[config.mk]
export PLATFORM = sky130hd
export DESIGN_NAME = spi_csx_top
export DESIGN_NICKNAME = d
export VERILOG_FILES = /design/src/rtl/spi_csx_pkg.sv /design/src/rtl/spi_csx_sync.sv /design/src/rtl/spi_csx_shreg.sv /design/src/rtl/spi_csx_decode.sv /design/src/rtl/spi_csx_top.sv
export SDC_FILE = /design/constraint.sdc
export NUM_CORES = 1
export LEC_CHECK = 0
export ABC_AREA = 1
export CAP_MARGIN = 5
export CORE_MARGIN = 4
export CORE_UTILIZATION = 55
export CTS_CLUSTER_DIAMETER = 40
export DETAILED_ROUTE_END_ITERATION = 6
export PLACE_DENSITY = 0.87
export SETUP_SLACK_MARGIN = 0.3
export SYNTH_ARGS = -nofsm -noshare
export SYNTH_HDL_FRONTEND = slang
export SYNTH_SLANG_ARGS = --single-unit
[constraint.sdc]
create_clock -name clk -period 1.5 [get_ports clk]
set_clock_uncertainty 0.05 [all_clocks]
set_input_delay 0.3 -clock clk [delete_from_list [all_inputs] [get_ports clk]]
set_output_delay 0.3 -clock clk [all_outputs]
set_load 0.02 [all_outputs]
[src/rtl/spi_csx_pkg.sv]
package spi_csx_pkg;
   parameter int unsigned BYTE_BITS   = 8;
   parameter int unsigned CARD_BITS   = 2;
   parameter int unsigned DEV_BITS    = 3;
   parameter int unsigned PORT_COUNT  = 4;
   parameter int unsigned SYNC_DEPTH  = 2;

   typedef enum logic [1:0] {
      LED_DARK0 = 2'b00,
      LED_RED   = 2'b01,
      LED_GREEN = 2'b10,
      LED_DARK1 = 2'b11
   } led_code_e;

   function automatic logic is_red(input logic [1:0] code);
      return led_code_e'(code) == LED_RED;
   endfunction

   function automatic logic is_green(input logic [1:0] code);
      return led_code_e'(code) == LED_GREEN;
   endfunction
endpackage

[src/rtl/spi_csx_sync.sv]
module spi_csx_sync #(
   parameter int unsigned W       = 4,
   parameter int unsigned STAGES  = 2,
   parameter logic [W-1:0] RST_VAL = '0
) (
   input  logic         clk,
   input  logic         rst_n,
   input  logic [W-1:0] din,
   output logic [W-1:0] dout
);
   generate
      if (STAGES == 0) begin : g_pass
         assign dout = din;
      end else begin : g_chain
         logic [STAGES-1:0][W-1:0] q;
         always_ff @(posedge clk or negedge rst_n) begin
            if (!rst_n) begin
               q <= {STAGES{RST_VAL}};
            end else begin
               q[0] <= din;
               for (int i = 1; i < STAGES; i++) q[i] <= q[i-1];
            end
         end
         assign dout = q[STAGES-1];
      end
   endgenerate
endmodule

[src/rtl/spi_csx_shreg.sv]
module spi_csx_shreg #(
   parameter int unsigned BYTE_W = 8
) (
   input  logic              clk,
   input  logic              rst_n,
   input  logic              active,
   input  logic              bit_stb,
   input  logic              bit_val,
   input  logic              close_stb,
   output logic [BYTE_W-1:0] data_o
);
   localparam int unsigned CNT_W   = $clog2(BYTE_W + 2);
   localparam logic [CNT_W-1:0] FULL = CNT_W'(BYTE_W);
   localparam logic [CNT_W-1:0] OVER = CNT_W'(BYTE_W + 1);

   logic [BYTE_W-1:0] shift_q;
   logic [CNT_W-1:0]  cnt_q;

   always_ff @(posedge clk or negedge rst_n) begin
      if (!rst_n) begin
         shift_q <= '0;
         cnt_q   <= '0;
         data_o  <= '0;
      end else if (close_stb) begin
         if (cnt_q == FULL) data_o <= shift_q;
         cnt_q <= '0;
      end else if (!active) begin
         cnt_q <= '0;
      end else if (bit_stb) begin
         shift_q <= {shift_q[BYTE_W-2:0], bit_val};
         if (cnt_q != OVER) cnt_q <= cnt_q + 1'b1;
      end
   end
endmodule

[src/rtl/spi_csx_decode.sv]
module spi_csx_decode #(
   parameter int unsigned CARD_W    = 2,
   parameter int unsigned DEV_W     = 3,
   parameter int unsigned NUM_PORTS = 4
) (
   input  logic [CARD_W-1:0]    card_field,
   input  logic [DEV_W-1:0]     dev_field,
   input  logic [CARD_W-1:0]    jumpers,
   output logic                 card_hit,
   output logic [NUM_PORTS-1:0] port_hit,
   output logic                 led_hit
);
   localparam logic [DEV_W-1:0] LED_CODE = DEV_W'(NUM_PORTS + 1);

   assign card_hit = (card_field == jumpers);
   assign led_hit  = (dev_field == LED_CODE);

   generate
      for (genvar p = 0; p < NUM_PORTS; p++) begin : g_port
         assign port_hit[p] = (dev_field == DEV_W'(p + 1));
      end
   endgenerate
endmodule

[src/rtl/spi_csx_top.sv]
module spi_csx_top
   import spi_csx_pkg::*;
#(
   parameter int unsigned BYTE_W      = BYTE_BITS,
   parameter int unsigned CARD_W      = CARD_BITS,
   parameter int unsigned DEV_W       = DEV_BITS,
   parameter int unsigned NUM_PORTS   = PORT_COUNT,
   parameter int unsigned SYNC_STAGES = SYNC_DEPTH,
   localparam int unsigned NUM_LEDS   = BYTE_W / 2
) (
   input  logic                 clk,
   input  logic                 rst_n,
   input  logic [CARD_W-1:0]    card_id,
   input  logic                 sclk,
   input  logic                 mosi,
   input  logic                 addr_sel_n,
   input  logic                 xfer_sel_n,
   output logic [NUM_PORTS-1:0] port_sel_n,
   output logic [NUM_LEDS-1:0]  led_red,
   output logic [NUM_LEDS-1:0]  led_grn
);
   localparam int unsigned MID_HI = BYTE_W - CARD_W - 1;

   generate
      if (CARD_W + DEV_W > BYTE_W) begin : g_bad_fields
         $error("card and device fields do not fit in the address byte");
      end
      if (NUM_PORTS + 2 > (1 << DEV_W)) begin : g_bad_ports
         $error("device field too narrow for ports plus LED register");
      end
      if ((BYTE_W % 2) != 0) begin : g_bad_led
         $error("LED register width must be even");
      end
   endgenerate

   // synchronized SPI pins: {sclk, mosi, addr_sel_n, xfer_sel_n}
   logic [3:0] pins_s;
   spi_csx_sync #(.W(4), .STAGES(SYNC_STAGES), .RST_VAL(4'b0011)) u_sync (
      .clk (clk), .rst_n (rst_n),
      .din ({sclk, mosi, addr_sel_n, xfer_sel_n}),
      .dout(pins_s)
   );

   logic s_sclk, s_mosi, s_addr, s_xfer;
   assign {s_sclk, s_mosi, s_addr, s_xfer} = pins_s;

   logic p_sclk, p_addr, p_xfer;
   always_ff @(posedge clk or negedge rst_n) begin
      if (!rst_n) begin
         p_sclk <= 1'b0;
         p_addr <= 1'b1;
         p_xfer <= 1'b1;
      end else begin
         p_sclk <= s_sclk;
         p_addr <= s_addr;
         p_xfer <= s_xfer;
      end
   end

   logic sclk_rise, addr_close, xfer_close;
   assign sclk_rise  = s_sclk & ~p_sclk;
   assign addr_close = s_addr & ~p_addr;
   assign xfer_close = s_xfer & ~p_xfer;

   // address phase
   logic [BYTE_W-1:0] addr_q;
   spi_csx_shreg #(.BYTE_W(BYTE_W)) u_addr (
      .clk (clk), .rst_n (rst_n),
      .active   (~s_addr),
      .bit_stb  (sclk_rise),
      .bit_val  (s_mosi),
      .close_stb(addr_close),
      .data_o   (addr_q)
   );

   logic unused_mid;
   assign unused_mid = ^addr_q[MID_HI:DEV_W];

   logic                 card_hit;
   logic [NUM_PORTS-1:0] port_hit;
   logic                 led_hit;
   spi_csx_decode #(.CARD_W(CARD_W), .DEV_W(DEV_W), .NUM_PORTS(NUM_PORTS)) u_dec (
      .card_field(addr_q[BYTE_W-1 -: CARD_W]),
      .dev_field (addr_q[DEV_W-1:0]),
      .jumpers   (card_id),
      .card_hit  (card_hit),
      .port_hit  (port_hit),
      .led_hit   (led_hit)
   );

   // transfer phase: external port selects
   logic xfer_on;
   assign xfer_on = ~s_xfer & card_hit;

   always_ff @(posedge clk or negedge rst_n) begin
      if (!rst_n) port_sel_n <= '1;
      else        port_sel_n <= ~({NUM_PORTS{xfer_on}} & port_hit);
   end

   // transfer phase: internal LED register
   logic [BYTE_W-1:0] led_q;
   spi_csx_shreg #(.BYTE_W(BYTE_W)) u_led (
      .clk (clk), .rst_n (rst_n),
      .active   (xfer_on & led_hit),
      .bit_stb  (sclk_rise),
      .bit_val  (s_mosi),
      .close_stb(xfer_close),
      .data_o   (led_q)
   );

   generate
      for (genvar n = 0; n < NUM_LEDS; n++) begin : g_led
         always_ff @(posedge clk or negedge rst_n) begin
            if (!rst_n) begin
               led_red[n] <= 1'b0;
               led_grn[n] <= 1'b0;
            end else begin
               led_red[n] <= is_red(led_q[2*n+1 -: 2]);
               led_grn[n] <= is_green(led_q[2*n+1 -: 2]);
            end
         end
      end
   endgenerate
endmodule

==> flow_summary.toml <==
[synthesis]
synth_compound_area_share_pct = 5.12
ys_ff_latch = 60
synth_mux_area_share_pct = 0
syn_area_per_cell_um2 = 10.2
synth_top_area_share_pct = 52.2
synth_simple_gate_area_share_pct = 20.5
yosysTopAreaCell = "dfrtp_1"
synth_area_um2 = 2400
synth.distinct_cells = 21
ys_top_cells_by_area = "dfrtp_1 (52%), dfstp_2 (11%), nand2_1 (8.6%), inv_1 (4.9%), nand4_1 (4.7%)"
synth-xor-area-share_pct = 1.10
syn_inst = 235
synth_top_family_by_area = "simple AND/OR/NAND/NOR gates"
synth_nets = 249
ys.warnings.count = 0
ys_seq_area_share_pct = 63.2
synthAdderAreaFrac_pct = 3.13

[grt]
antenna_found_initial = 0
grt-ovfl-total = 0
grtUsageTotal_pct = 26.1
grt_max_degree = 61
grt_pass1_wl_mm = 10.2
grt_pass1_vias = 2061

[floorplanning]
die_h_um = 74.0
io_pins = 20
rows = 23
start_util_pct = 58.2
core_area_um2 = 4120
die_w_um = 74.0
fp.dieArea_um2 = 5480

[layout]
post-route-util_pct = 89.4
antennaDiodeCount = 0
layout_common_cells = "dfrtp_1 (47), nand2_1 (31), buf_6 (25), buf_4 (24), inv_1 (20)"
nets = 320
drive_above_1_share_pct = 53.4
fin_cells = 361
fillers = 153
layout_commonest_cell = "dfrtp_1"
seq_area_um2 = 1520
syn_to_final_growth_pct = 53.6
multiInputGateArea_um2 = 1110

[sta]
slew-limit-headroom_pct = 73.6
worst_pin_slew_ns = 0.396
report.final.setup_viol = 3
hold_viol = 0
fmax_ghz = 0.646
slew_violations = 0
rsz0062_at_grt = "true"
period_share_pct = 103
fin_ws_ns = -0.0487
min_period_ns = 1.55
whs_ns = 0.299

[drt]
drtIter0Drc = 213
vias_per_cell = 6.08
drc = 0
wl_mm = 7.98
wl_per_cell_um = 22.1
firstDrtPassIters = 7
vias = 2195
final_antenna_net_count = 0

[placement]
globalplace.congestion = 0.794
portBuffers = 19
hpwlAfterDp_mm = 2.77
place_inst = 304
pre_cts_ws_ns = -0.130

[run]
maxCapViolCount = 0

[power_and_ir_drop]
p_leak_nw = 1.79
seqPwrFrac_pct = 52.2
netSwitchingFraction_pct = 27.7
power_switching_w = 0.000925
clkPwrFrac_pct = 38.0
combPwrFrac_pct = 9.8
internal_power_w = 0.00242
p_per_area_nw_per_um2 = 909
ir_drop_v = 0.000923
power_w = 0.00334

[min_path]
hp-class = "flop to flop"

[setup_path]
crit_fanout = 8
arrival_ns = 1.77
crit_required_ns = 1.73
start_kind = "flop"
criticalPathCategory = "flop to flop"
critPathCaptureType = "flop"

[clock_tree]
clkTransAtPathRegs_ns = 0.08
ctsLongestPathBuffers = 2
root_buffer = "clkbuf_8"
clk_latency_ns = 0.35
h-tree-depth = 3
cts.sinks = 60
tritoncts = "built"
numCtsBuffers = 9

[run_status]
failed_checks = "setup timing"
status = "finished with violations"
## path summary, 6_finish.rpt
kind / end / cells past startpoint / slack [ns] / start
worst min-delay path: u_sync.dout[3]$_DFF_PN0_ / 0 / 0.30 / u_sync.g_chain.q[3]$_DFF_PN0_
worst max-delay path: u_led.shift_q[4]$_DFFE_PN0P_ / 8 / -0.05 / u_addr.data_o[6]$_DFFE_PN0P_
worst min register to register: u_sync.dout[3]$_DFF_PN0_ / 0 / 0.30 / u_sync.g_chain.q[3]$_DFF_PN0_
worst max register to register: u_led.shift_q[4]$_DFFE_PN0P_ / 8 / -0.05 / u_addr.data_o[6]$_DFFE_PN0P_
min in group asynchronous: u_addr.cnt_q[0]$_DFFE_PN0P_ / 3 / 0.43 / rst_n
max in group asynchronous: p_addr$_DFF_PN1_ / 3 / 0.66 / rst_n
## power by group through the flow
stage	Clock, W	Sequential [W]	Combinational [W]
global route	0.00133	0.00175	0.000349
finish	0.00127	0.00174	0.000329
global placement	0	0.00175	0.000155
CTS	0.00124	0.00172	0.000233
floorplan	0	0.00174	0.0000845
detailed placement	0	0.00175	0.000163
## worst max-delay path: stages, from the launching register on
cell and delay (ns):
dfrtp_1 0.38, inv_1 0.06, nand2_1 0.07, nand3_2 0.12, nor2_4 0.28, buf_6 0.15
buf_16 0.11, nand4_1 0.11, nand2_1 0.13
## cell usage after synthesis
cell / instances
dfrtp_1: 50
nand3_1: 11
nand3_2: 2
xor2_1: 2
nor3_2: 1
buf_4: 3
buf_6: 2
a21oi_1: 1
xnor2_1: 1
nand2_1: 55
nor3_1: 2
and3_1: 1
inv_1: 31
ha_1: 6
nor2_4: 2
dfstp_2: 10
o31ai_1: 1
buf_2: 1
nand4_1: 18
nor2_1: 13
o21ai_0: 22
## logic make-up after synthesis
logic type                 Yosys count
DFF                                 60
xor gates and xnor gates             3
AOI/OAI and AO/OA                   24
and+or+nand+nor                    105
adders and majority gates            6
buffers and inverters               37
## metal layers
layer | global-route usage (%) | up-vias | part of all wire, %
met5 | 0 | - | 0
met4 | 21.9 | 0 | 7.4
met3 | 6.49 | 57 | 8.3
met2 | 41.3 | 170 | 47
met1 | 29.7 | 1059 | 37
li1 | - | 909 | -
## layout make-up
cell class,count,share of cell area [%]
clock buffers,9,3.37
well taps,50,1.70
flip-flops and latches,60,41.2
clock inverters,7,1.19
inverters,31,3.23
repair buffers,65,19.1
multi-input cells,139,30.2
## flip-flops by register name, indices dropped and copies added (netlist names), 4 cells and up
signal            count
u_led.cnt_q           4
u_addr.data_o         5
u_addr.cnt_q          4
u_led.shift_q         8
u_led.data_o          8
port_sel_n            4
u_addr.shift_q        8
u_sync.dout           4
led_red               4
led_grn               4
u_sync.g_chain.q      4
## repair_timing
action	in CTS	in global routing
pin swaps	30	27
gates cloned	5	0
endpoints found under the hold margin	50	0
setup buffers	22	13
hold buffers	1	0
setup endpoints to repair	51	53
resized for setup	144	61
## through the flow
stage                     TNS, ns  cell area, um2
after floorplan                 0            2410
after global placement      -1.01            2670
after global routing       -0.525            3680
after detailed placement    -1.65            2670
final                     -0.0789            3680
after CTS                       0            3380
(Power assumes the default switching activity.)
